[config.mk]
export PLATFORM = sky130hd
export DESIGN_NAME = lsa_align_unit
export DESIGN_NICKNAME = d
export VERILOG_FILES = /design/src/rtl/lsa_pkg.sv /design/src/rtl/lsa_lane_map.sv /design/src/rtl/lsa_load_path.sv /design/src/rtl/lsa_store_path.sv /design/src/rtl/lsa_align_unit.sv
export SDC_FILE = /design/constraint.sdc
export NUM_CORES = 1
export LEC_CHECK = 0
export ABC_AREA = 1
export BUFFER_PORTS_ARGS = -buffer_cell sky130_fd_sc_hd__clkbuf_2
export CORE_UTILIZATION = 45
export DETAILED_ROUTE_END_ITERATION = 8
export HOLD_SLACK_MARGIN = 0.1
export PLACE_DENSITY = 0.79
export RECOVER_POWER = 100
export SYNTH_ARGS = -nofsm -noshare
export SYNTH_HDL_FRONTEND = slang
export SYNTH_HIERARCHICAL = 1
export SYNTH_SLANG_ARGS = --single-unit
export TNS_END_PERCENT = 20
[constraint.sdc]
create_clock -name clk -period 4.3 [get_ports clk]
set_clock_uncertainty 0.1 [all_clocks]
set_input_delay 0.43 -clock clk [delete_from_list [all_inputs] [get_ports clk]]
set_output_delay 0.43 -clock clk [all_outputs]
set_load 0.02 [all_outputs]
[src/rtl/lsa_pkg.sv]
package lsa_pkg;
  typedef enum logic [1:0] {
    SZ_BYTE  = 2'd0,
    SZ_HALF  = 2'd1,
    SZ_WORD  = 2'd2,
    SZ_DWORD = 2'd3
  } acc_size_e;
endpackage

[src/rtl/lsa_lane_map.sv]
// Lane base, datum byte mask and alignment check for one access.
module lsa_lane_map #(
  parameter int LANES = 8,
  localparam int OFF_W = $clog2(LANES)
) (
  input  logic [OFF_W-1:0] addr,
  input  lsa_pkg::acc_size_e size,
  input  logic             big_endian,
  output logic [OFF_W-1:0] base,
  output logic [LANES-1:0] dmask,
  output logic             misaligned
);
  logic [OFF_W-1:0] nm1;  // access bytes minus one

  always_comb begin
    nm1        = ~({OFF_W{1'b1}} << size);
    misaligned = |(addr & nm1);
    // Big-endian: LANES - addr - N == (~addr) - (N - 1) modulo LANES
    base       = big_endian ? (~addr - nm1) : addr;
  end

  for (genvar i = 0; i < LANES; i++) begin : g_mask
    assign dmask[i] = (OFF_W'(i) <= nm1);
  end
endmodule

[src/rtl/lsa_load_path.sv]
// Extracts the addressed bytes and extends them to full width.
module lsa_load_path #(
  parameter int LANES = 8,
  localparam int OFF_W = $clog2(LANES),
  localparam int DW = 8 * LANES
) (
  input  logic [DW-1:0]    mem_rdata,
  input  logic [OFF_W-1:0] base,
  input  logic [LANES-1:0] dmask,
  input  logic             zero_ext,
  input  logic             en,
  output logic [DW-1:0]    ld_data
);
  logic [DW-1:0]    shifted;
  logic [LANES-1:0] top_hit;
  logic             ext_bit;

  assign shifted = mem_rdata >> {base, 3'b000};

  // One-hot pick of the datum's most significant byte's sign bit.
  for (genvar i = 0; i < LANES; i++) begin : g_top
    if (i == LANES - 1) begin : g_last
      assign top_hit[i] = dmask[i] & shifted[8*i+7];
    end else begin : g_mid
      assign top_hit[i] = dmask[i] & ~dmask[i+1] & shifted[8*i+7];
    end
  end

  assign ext_bit = ~zero_ext & (|top_hit);

  for (genvar i = 0; i < LANES; i++) begin : g_byte
    assign ld_data[8*i +: 8] = !en      ? 8'h00 :
                               dmask[i] ? shifted[8*i +: 8] : {8{ext_bit}};
  end
endmodule

[src/rtl/lsa_store_path.sv]
// Places the low-order register bytes on their lanes and builds enables.
module lsa_store_path #(
  parameter int LANES = 8,
  localparam int OFF_W = $clog2(LANES),
  localparam int DW = 8 * LANES
) (
  input  logic [DW-1:0]    st_data,
  input  logic [OFF_W-1:0] base,
  input  logic [LANES-1:0] dmask,
  input  logic             en,
  output logic [DW-1:0]    st_wdata,
  output logic [LANES-1:0] st_be
);
  logic [DW-1:0] trimmed;

  for (genvar i = 0; i < LANES; i++) begin : g_trim
    assign trimmed[8*i +: 8] = dmask[i] ? st_data[8*i +: 8] : 8'h00;
  end

  assign st_wdata = en ? (trimmed << {base, 3'b000}) : '0;
  assign st_be    = en ? (dmask << base) : '0;
endmodule

[src/rtl/lsa_align_unit.sv]
module lsa_align_unit #(
  parameter int LANES = 8,
  localparam int OFF_W = $clog2(LANES),
  localparam int DW = 8 * LANES
) (
  input  logic             clk,
  input  logic             rst_n,
  input  logic             acc_valid,
  input  logic             acc_store,
  input  logic [1:0]       acc_size,
  input  logic             acc_unsigned,
  input  logic             big_endian,
  input  logic [OFF_W-1:0] addr_lo,
  input  logic [DW-1:0]    mem_rdata,
  input  logic [DW-1:0]    st_data,
  output logic [DW-1:0]    ld_data,
  output logic [DW-1:0]    st_wdata,
  output logic [LANES-1:0] st_be,
  output logic             misalign_o
);
  logic [OFF_W-1:0] base;
  logic [LANES-1:0] dmask;
  logic             misaligned;
  logic             ld_en, st_en;

  lsa_lane_map #(.LANES(LANES)) u_map (
    .addr       (addr_lo),
    .size       (lsa_pkg::acc_size_e'(acc_size)),
    .big_endian (big_endian),
    .base       (base),
    .dmask      (dmask),
    .misaligned (misaligned)
  );

  assign ld_en = acc_valid & ~acc_store & ~misaligned;
  assign st_en = acc_valid &  acc_store & ~misaligned;

  lsa_load_path #(.LANES(LANES)) u_load (
    .mem_rdata (mem_rdata),
    .base      (base),
    .dmask     (dmask),
    .zero_ext  (acc_unsigned),
    .en        (ld_en),
    .ld_data   (ld_data)
  );

  lsa_store_path #(.LANES(LANES)) u_store (
    .st_data  (st_data),
    .base     (base),
    .dmask    (dmask),
    .en       (st_en),
    .st_wdata (st_wdata),
    .st_be    (st_be)
  );

  always_ff @(posedge clk or negedge rst_n) begin
    if (!rst_n) misalign_o <= 1'b0;
    else        misalign_o <= acc_valid & misaligned;
  end
endmodule

# Yosys cells after proc, flatten, opt, wreduce, memory -nomap -nowiden
# Index checks and enable logic that the tools add are counted.
op_classes:
  order_cmp: 8
  n_shift: 4
  mux: 27
  reduce_logical: 2
  bitwise: 34
  addsub: 1
op_table:
  columns: ["operator", "n"]
  rows:
  - ["two-way mux 8 bit", 25]
  - ["two-way mux 64 bit", 1]
  - ["<< shifter 64 x 6 -> 64 bit", 1]
  - [">> shifter 64 x 6 -> 64 bit", 1]
  - ["AND 1 bit", 21]
  - ["less-or-equal comparator 3 bit, first input constant", 4]
  - ["NOT 1 bit", 10]
  - ["OR reduction 8 bit", 1]
  - ["<< shifter 8 x 3 -> 8 bit", 1]
  - ["less-or-equal comparator 1 x 3 -> 1 bit, first input constant", 2]
  - ["less-or-equal comparator 2 x 3 -> 1 bit, first input constant", 2]
  - ["NOT 3 bit", 2]
  - ["AND 3 bit", 1]
  - ["two-way mux 3 bit", 1]
  - ["OR reduction 3 bit", 1]
  - ["<< shifter 3 x 2 -> 3 bit, first input constant", 1]
  - ["subtractor 3 bit", 1]
totals:
  inputBits: 139
  elab_cells: 77
  reg_bits: 1
  out_inout_bits: 137

# Depth between registers and ports, before layout
logic_depth:
  word_depth: 10
  ltp_mapped: 18
  mapped_depth_nobuf: 17

# Hierarchy
# Netlist, hierarchy kept.
modules_own_cells:
  columns: ["mod", "n_inst", "cells_each", "seq_area_each_um2", "area_per_inst_um2"]
  rows:
  - ["lsa_load_path", 1, 577, 0.0, 2862.7]
  - ["lsa_store_path", 1, 509, 0.0, 2324.7]
  - ["lsa_lane_map", 1, 32, 0.0, 190.2]
  - ["lsa_align_unit", 1, 8, 25.0, 53.8]

# Worst setup path before layout
# Ideal clock, no wire load.
synth_path:
  path_type: "input-to-output"
  startpoint: "in acc_size[0]"
  endpoint: "out ld_data[16]"
  t_arrival_ps: 2769
  path_buffers: 3
  setup_slack_ps: 1001
  required_ps: 3770
  cell_stages: 16
  cell_sequence: "or2_1 ha_1 inv_1 fa_1 nand2_1 o21ai_1 buf_2 buf_2 o21ai_1 nand3_1 nand2_1 nor2_2 nand2_4 nand2_8 buf_6 a21oi_1"
synth_via:
  elab_chain_cells: 10
  elab_cells_between_ends: 43
  classes_between: "add/sub (1); order compare (8); shift (2); mux (3); bitwise (27); reduce/logical (2)"
synth_lines:
  columns: ["element", "line_no", "source"]
  rows:
  - ["start: declaration", "lsa_align_unit.sv:10", "input logic [1:0] acc_size,"]
  - ["<< shifter 3 x 2 -> 3 bit *", "lsa_lane_map.sv:16", "nm1 = ~({OFF_W{1'b1}} << size);"]
  - ["NOT 3 bit *", "lsa_lane_map.sv:16", null]
  - ["subtractor 3 bit *", "lsa_lane_map.sv:19", "base = big_endian ? (~addr - nm1) : addr;"]
  - ["two-way mux 3 bit *", "lsa_lane_map.sv:19", null]
  - ["named net base[1]", "lsa_align_unit.sv:21", "logic [OFF_W-1:0] base;"]
  - [">> shifter 64 x 6 -> 64 bit *", "lsa_load_path.sv:18", "assign shifted = mem_rdata >> {base, 3'b000};"]
  - ["AND 1 bit, on equally long branches", "lsa_load_path.sv:25, lsa_load_path.sv:23", null]
  - ["OR reduction 8 bit", "lsa_load_path.sv:29", "assign ext_bit = ~zero_ext & (|top_hit);"]
  - ["AND 1 bit", "lsa_load_path.sv:29", null]
  - ["two-way mux 8 bit *", "lsa_load_path.sv:33", "dmask[i] ? shifted[8*i +: 8] : {8{ext_bit}};"]
  - ["two-way mux 8 bit *", "lsa_load_path.sv:32", "assign ld_data[8*i +: 8] = !en ? 8'h00 :"]
  - ["end: declaration", "lsa_align_unit.sv:16", "output logic [DW-1:0] ld_data,"]
# Mark *: on every way through the listed nets, which the timed path passes. The rest lies on a longest branch.

# Worst setup path after layout
layout_path:
  startpoint: "in acc_size[0]"
  endpoint: "out st_wdata[38]"
layout_via:
  elab_cells_between_ends: 26
  classes_between: "add/sub (1); order compare (8); shift (2); mux (10); bitwise (4); reduce/logical (1)"
layout_lines:
  columns: ["element", "line_no", "source"]
  rows:
  - ["<< shifter 3 x 2 -> 3 bit", "lsa_lane_map.sv:16", null]
  - ["NOT 3 bit", "lsa_lane_map.sv:16", null]
  - ["subtractor 3 bit", "lsa_lane_map.sv:19", null]
  - ["two-way mux 3 bit", "lsa_lane_map.sv:19", null]
  - ["named net base[1]", "lsa_align_unit.sv:21", null]
  - ["<< shifter 64 x 6 -> 64 bit", "lsa_store_path.sv:20", "assign st_wdata = en ? (trimmed << {base, 3'b000}) : '0;"]
  - ["two-way mux 64 bit", "lsa_store_path.sv:20", null]
  - ["end: declaration", "lsa_align_unit.sv:17", "output logic [DW-1:0] st_wdata,"]
# The timed path passes the listed nets, and every way through them passes these cells.

==> flow_summary.toml <==
[run_status]
status = "complete, but fails checks"
violations = "design-rule violations"

[die]
coreArea_um2 = 11600
row_count = 39
die_h_um = 112
die_w_um = 112
ios = 276
dieArea_um2 = 12500
initial_core_util = 0.468

[synthesis]
synthXorXnorAreaFrac = 0
ys.flop_type = "dfrtp_1"
synth_top_cell_by_area = "nand3_1"
ys_seq_area_frac = 0.00461
synth_top_cell_area_share = 0.276
synth_edf_count = 0
ys_async_sr_fraction = 1.00
synthDistinctLibCells = 37
synth_area_um2 = 5430
synth_mux_area_frac = 0.0276
yosysMostFrequentCell = "nand2_1"
synth-compound-area-share = 0.180
synth_fp_nets = 1269
synth.area.top_cells = "nand3_1 (28%), nand2_1 (27%), o21ai_0 (5.4%), a21oi_1 (4.4%), a21oi_2 (4.2%)"
synth-simple-area-share = 0.631
synth-adder-area-share = 0.0106
synth_area_per_cell_um2 = 4.82
synth_common_cells = "nand2_1 (395), nand3_1 (300), o21ai_0 (59)"
synth_top_family_by_area = "simple AND/OR/NAND/NOR gates"
ys_warn_count = 6
syn_inst = 1126
synth_seq_cells = 1

[clock_tree]
cts_resized = 0
cts_setup_buffers = 0
clk_pin_slew_ns = 0
cts_hold_buf = 0

[sta]
final-setup-viol-count = 0
rsz0062_at_grt = "no"
tightest_slew_ns = 0.853
slew_headroom = 0.431
layout_min_cycle_time_ns = 4.09
finalMaxSlewViolations = 0
final_hold_viol_count = 0
fin_hold_ws_ns = 0.106
fin_crit_sh = 0.950
fin_setup_tns_ns = 0
max_freq_mhz = 245

[drt]
finalWirelength_um = 26000
firstDrtPassIters = 8
drc = 15
drtIter0Drc = 1263
num_vias = 8781
vias_per_cell = 6.01
avgRoutedWirePerCell_um = 17.8
m1WireLength_um = 10100
ant_nets = 0
highest_layer = "met4"
met2RoutedLength_um = 11400
wl_met3_um = 3040

[placed_design]
detailed_place.area_um2 = 6630
dp_hpwl_um = 19900
io_buffers = 275
routabilityCongestion = 1.01

[worst_setup_path]
cp-start-kind = "primary input"
end_kind = "primary output"
timing_worst_setup_path_type = "primary input to primary output"
cp_max_fo = 27
arrival_ns = 3.56
critPathRequiredTime_ns = 3.77

[pwr]
p_leak_nw = 3.12
clkPwrFrac = 0
switching_share = 0.698
p_comb_frac = 0.990
p_switching_uw = 720
p_int_uw = 311
power-per-cell-area_nw_per_um2 = 160
ir_drop_mv = 0.0801
power_frac_seq = 0.010

[run]
drv_cap = 0

[grt]
grt_pass1_wl_um = 39500
first_global_vias = 7525
grt_max_degree = 70
antenna_found_initial = 0
grt_overflow = 0
gr-usage-all-layers = 0.391

[worst_hold_path]
min_path_type = "primary input to asynchronous set/reset pin"

[cells_and_area]
fin_util = 0.555
antenna_cells = 0
final_area_um2 = 6450
nNetsFinal = 1462
regArea_um2 = 25.0
drive_gt1_frac = 0.174
multiInputGateArea_um2 = 4630
largest_reg_flops = 1
fillers = 1385
reg_top3 = "misalign_o x1"
top_register = "misalign_o"
syn_to_final_growth_pct = 18.7
## how the worst max path moves through the flow
stage	from	to	slack [ns]	cells past startpoint
finish	acc_size[0]	st_wdata[38]	0.21	14
global route	acc_size[0]	st_wdata[37]	0.09	14
CTS	acc_size[0]	ld_data[33]	0.43	14
detailed placement	acc_size[0]	ld_data[33]	0.43	14
global placement	acc_size[0]	ld_data[33]	0.48	14
floorplan	acc_size[0]	ld_data[16]	1.00	16
## power by group through the flow
stage	combinational [mW]	clock (mW)	sequential, mW
floorplan	0.727	0	0.0114
global placement	1.00	0	0.0104
detailed placement	0.997	0	0.0104
CTS	1.00	0	0.0104
global route	1.10	0	0.0104
finish	1.02	0	0.0104
## worst max-delay path, cell delays in order
cell and delay [ns]:
clkbuf_2 0.10, or2_1 0.23, ha_1 0.18, inv_1 0.08, fa_1 0.40, nand2_1 0.11, o21ai_4 0.17, inv_1 0.68
clkbuf_2 0.46, nand2_1 0.17, nand2_1 0.09, nand2_1 0.05, a21oi_1 0.15, clkbuf_1 0.24
## placed cells by master, fill, tap and decap left out, types with 2 or more instances in the layout
cell type  Yosys  final
nand2_1      395    395
nand3_1      300    300
clkbuf_2       2    155
clkbuf_1      21    122
nor2_1        57     59
o21ai_0       59     59
a21oi_1       48     48
inv_1         36     38
a21oi_2       26     26
o211ai_1      23     23
buf_4         16     15
mux2i_1       15     15
nor3_1        10     10
inv_2         10      8
or2_2          6      6
clkinv_1       5      5
nand2_2        4      4
o21ai_1        5      4
buf_12         0      3
ha_1           3      3
nor2_4         2      2
nor2_2         4      2
o21ai_4        0      2
or2_1          2      2
## kinds of logic after synthesis
family / Yosys count
and+or+nand+nor: 785
AOI/OAI and AO/OA: 163
buffers and inverters: 157
muxes: 15
adders and majority gates: 4
DFF: 1
other: 1
## metal layers
metal | global-route usage | vias up
met3 | 0.0463 | 94
met4 | 0.207 | 0
met5 | 0 | -
met1 | 0.506 | 3861
met2 | 0.633 | 688
li1 | - | 4138
## layout make-up
class | count | share of cell area
well taps | 143 | 0.0278
repair buffers | 296 | 0.219
inverters | 52 | 0.0307
multi-input cells | 968 | 0.718
flip-flops and latches | 1 | 0.00388
## metrics by stage
step	setup WS (ns)	power, mW	instances
3_3_place_gp	0.480	1.01	1460
2_1_floorplan	1.00	0.738	1126
5_1_grt	0.0868	1.11	1460
4_1_cts	0.428	1.01	1460
6_report	0.213	1.03	1460
3_5_place_dp	0.427	1.01	1460
(Power assumes the default switching activity.)
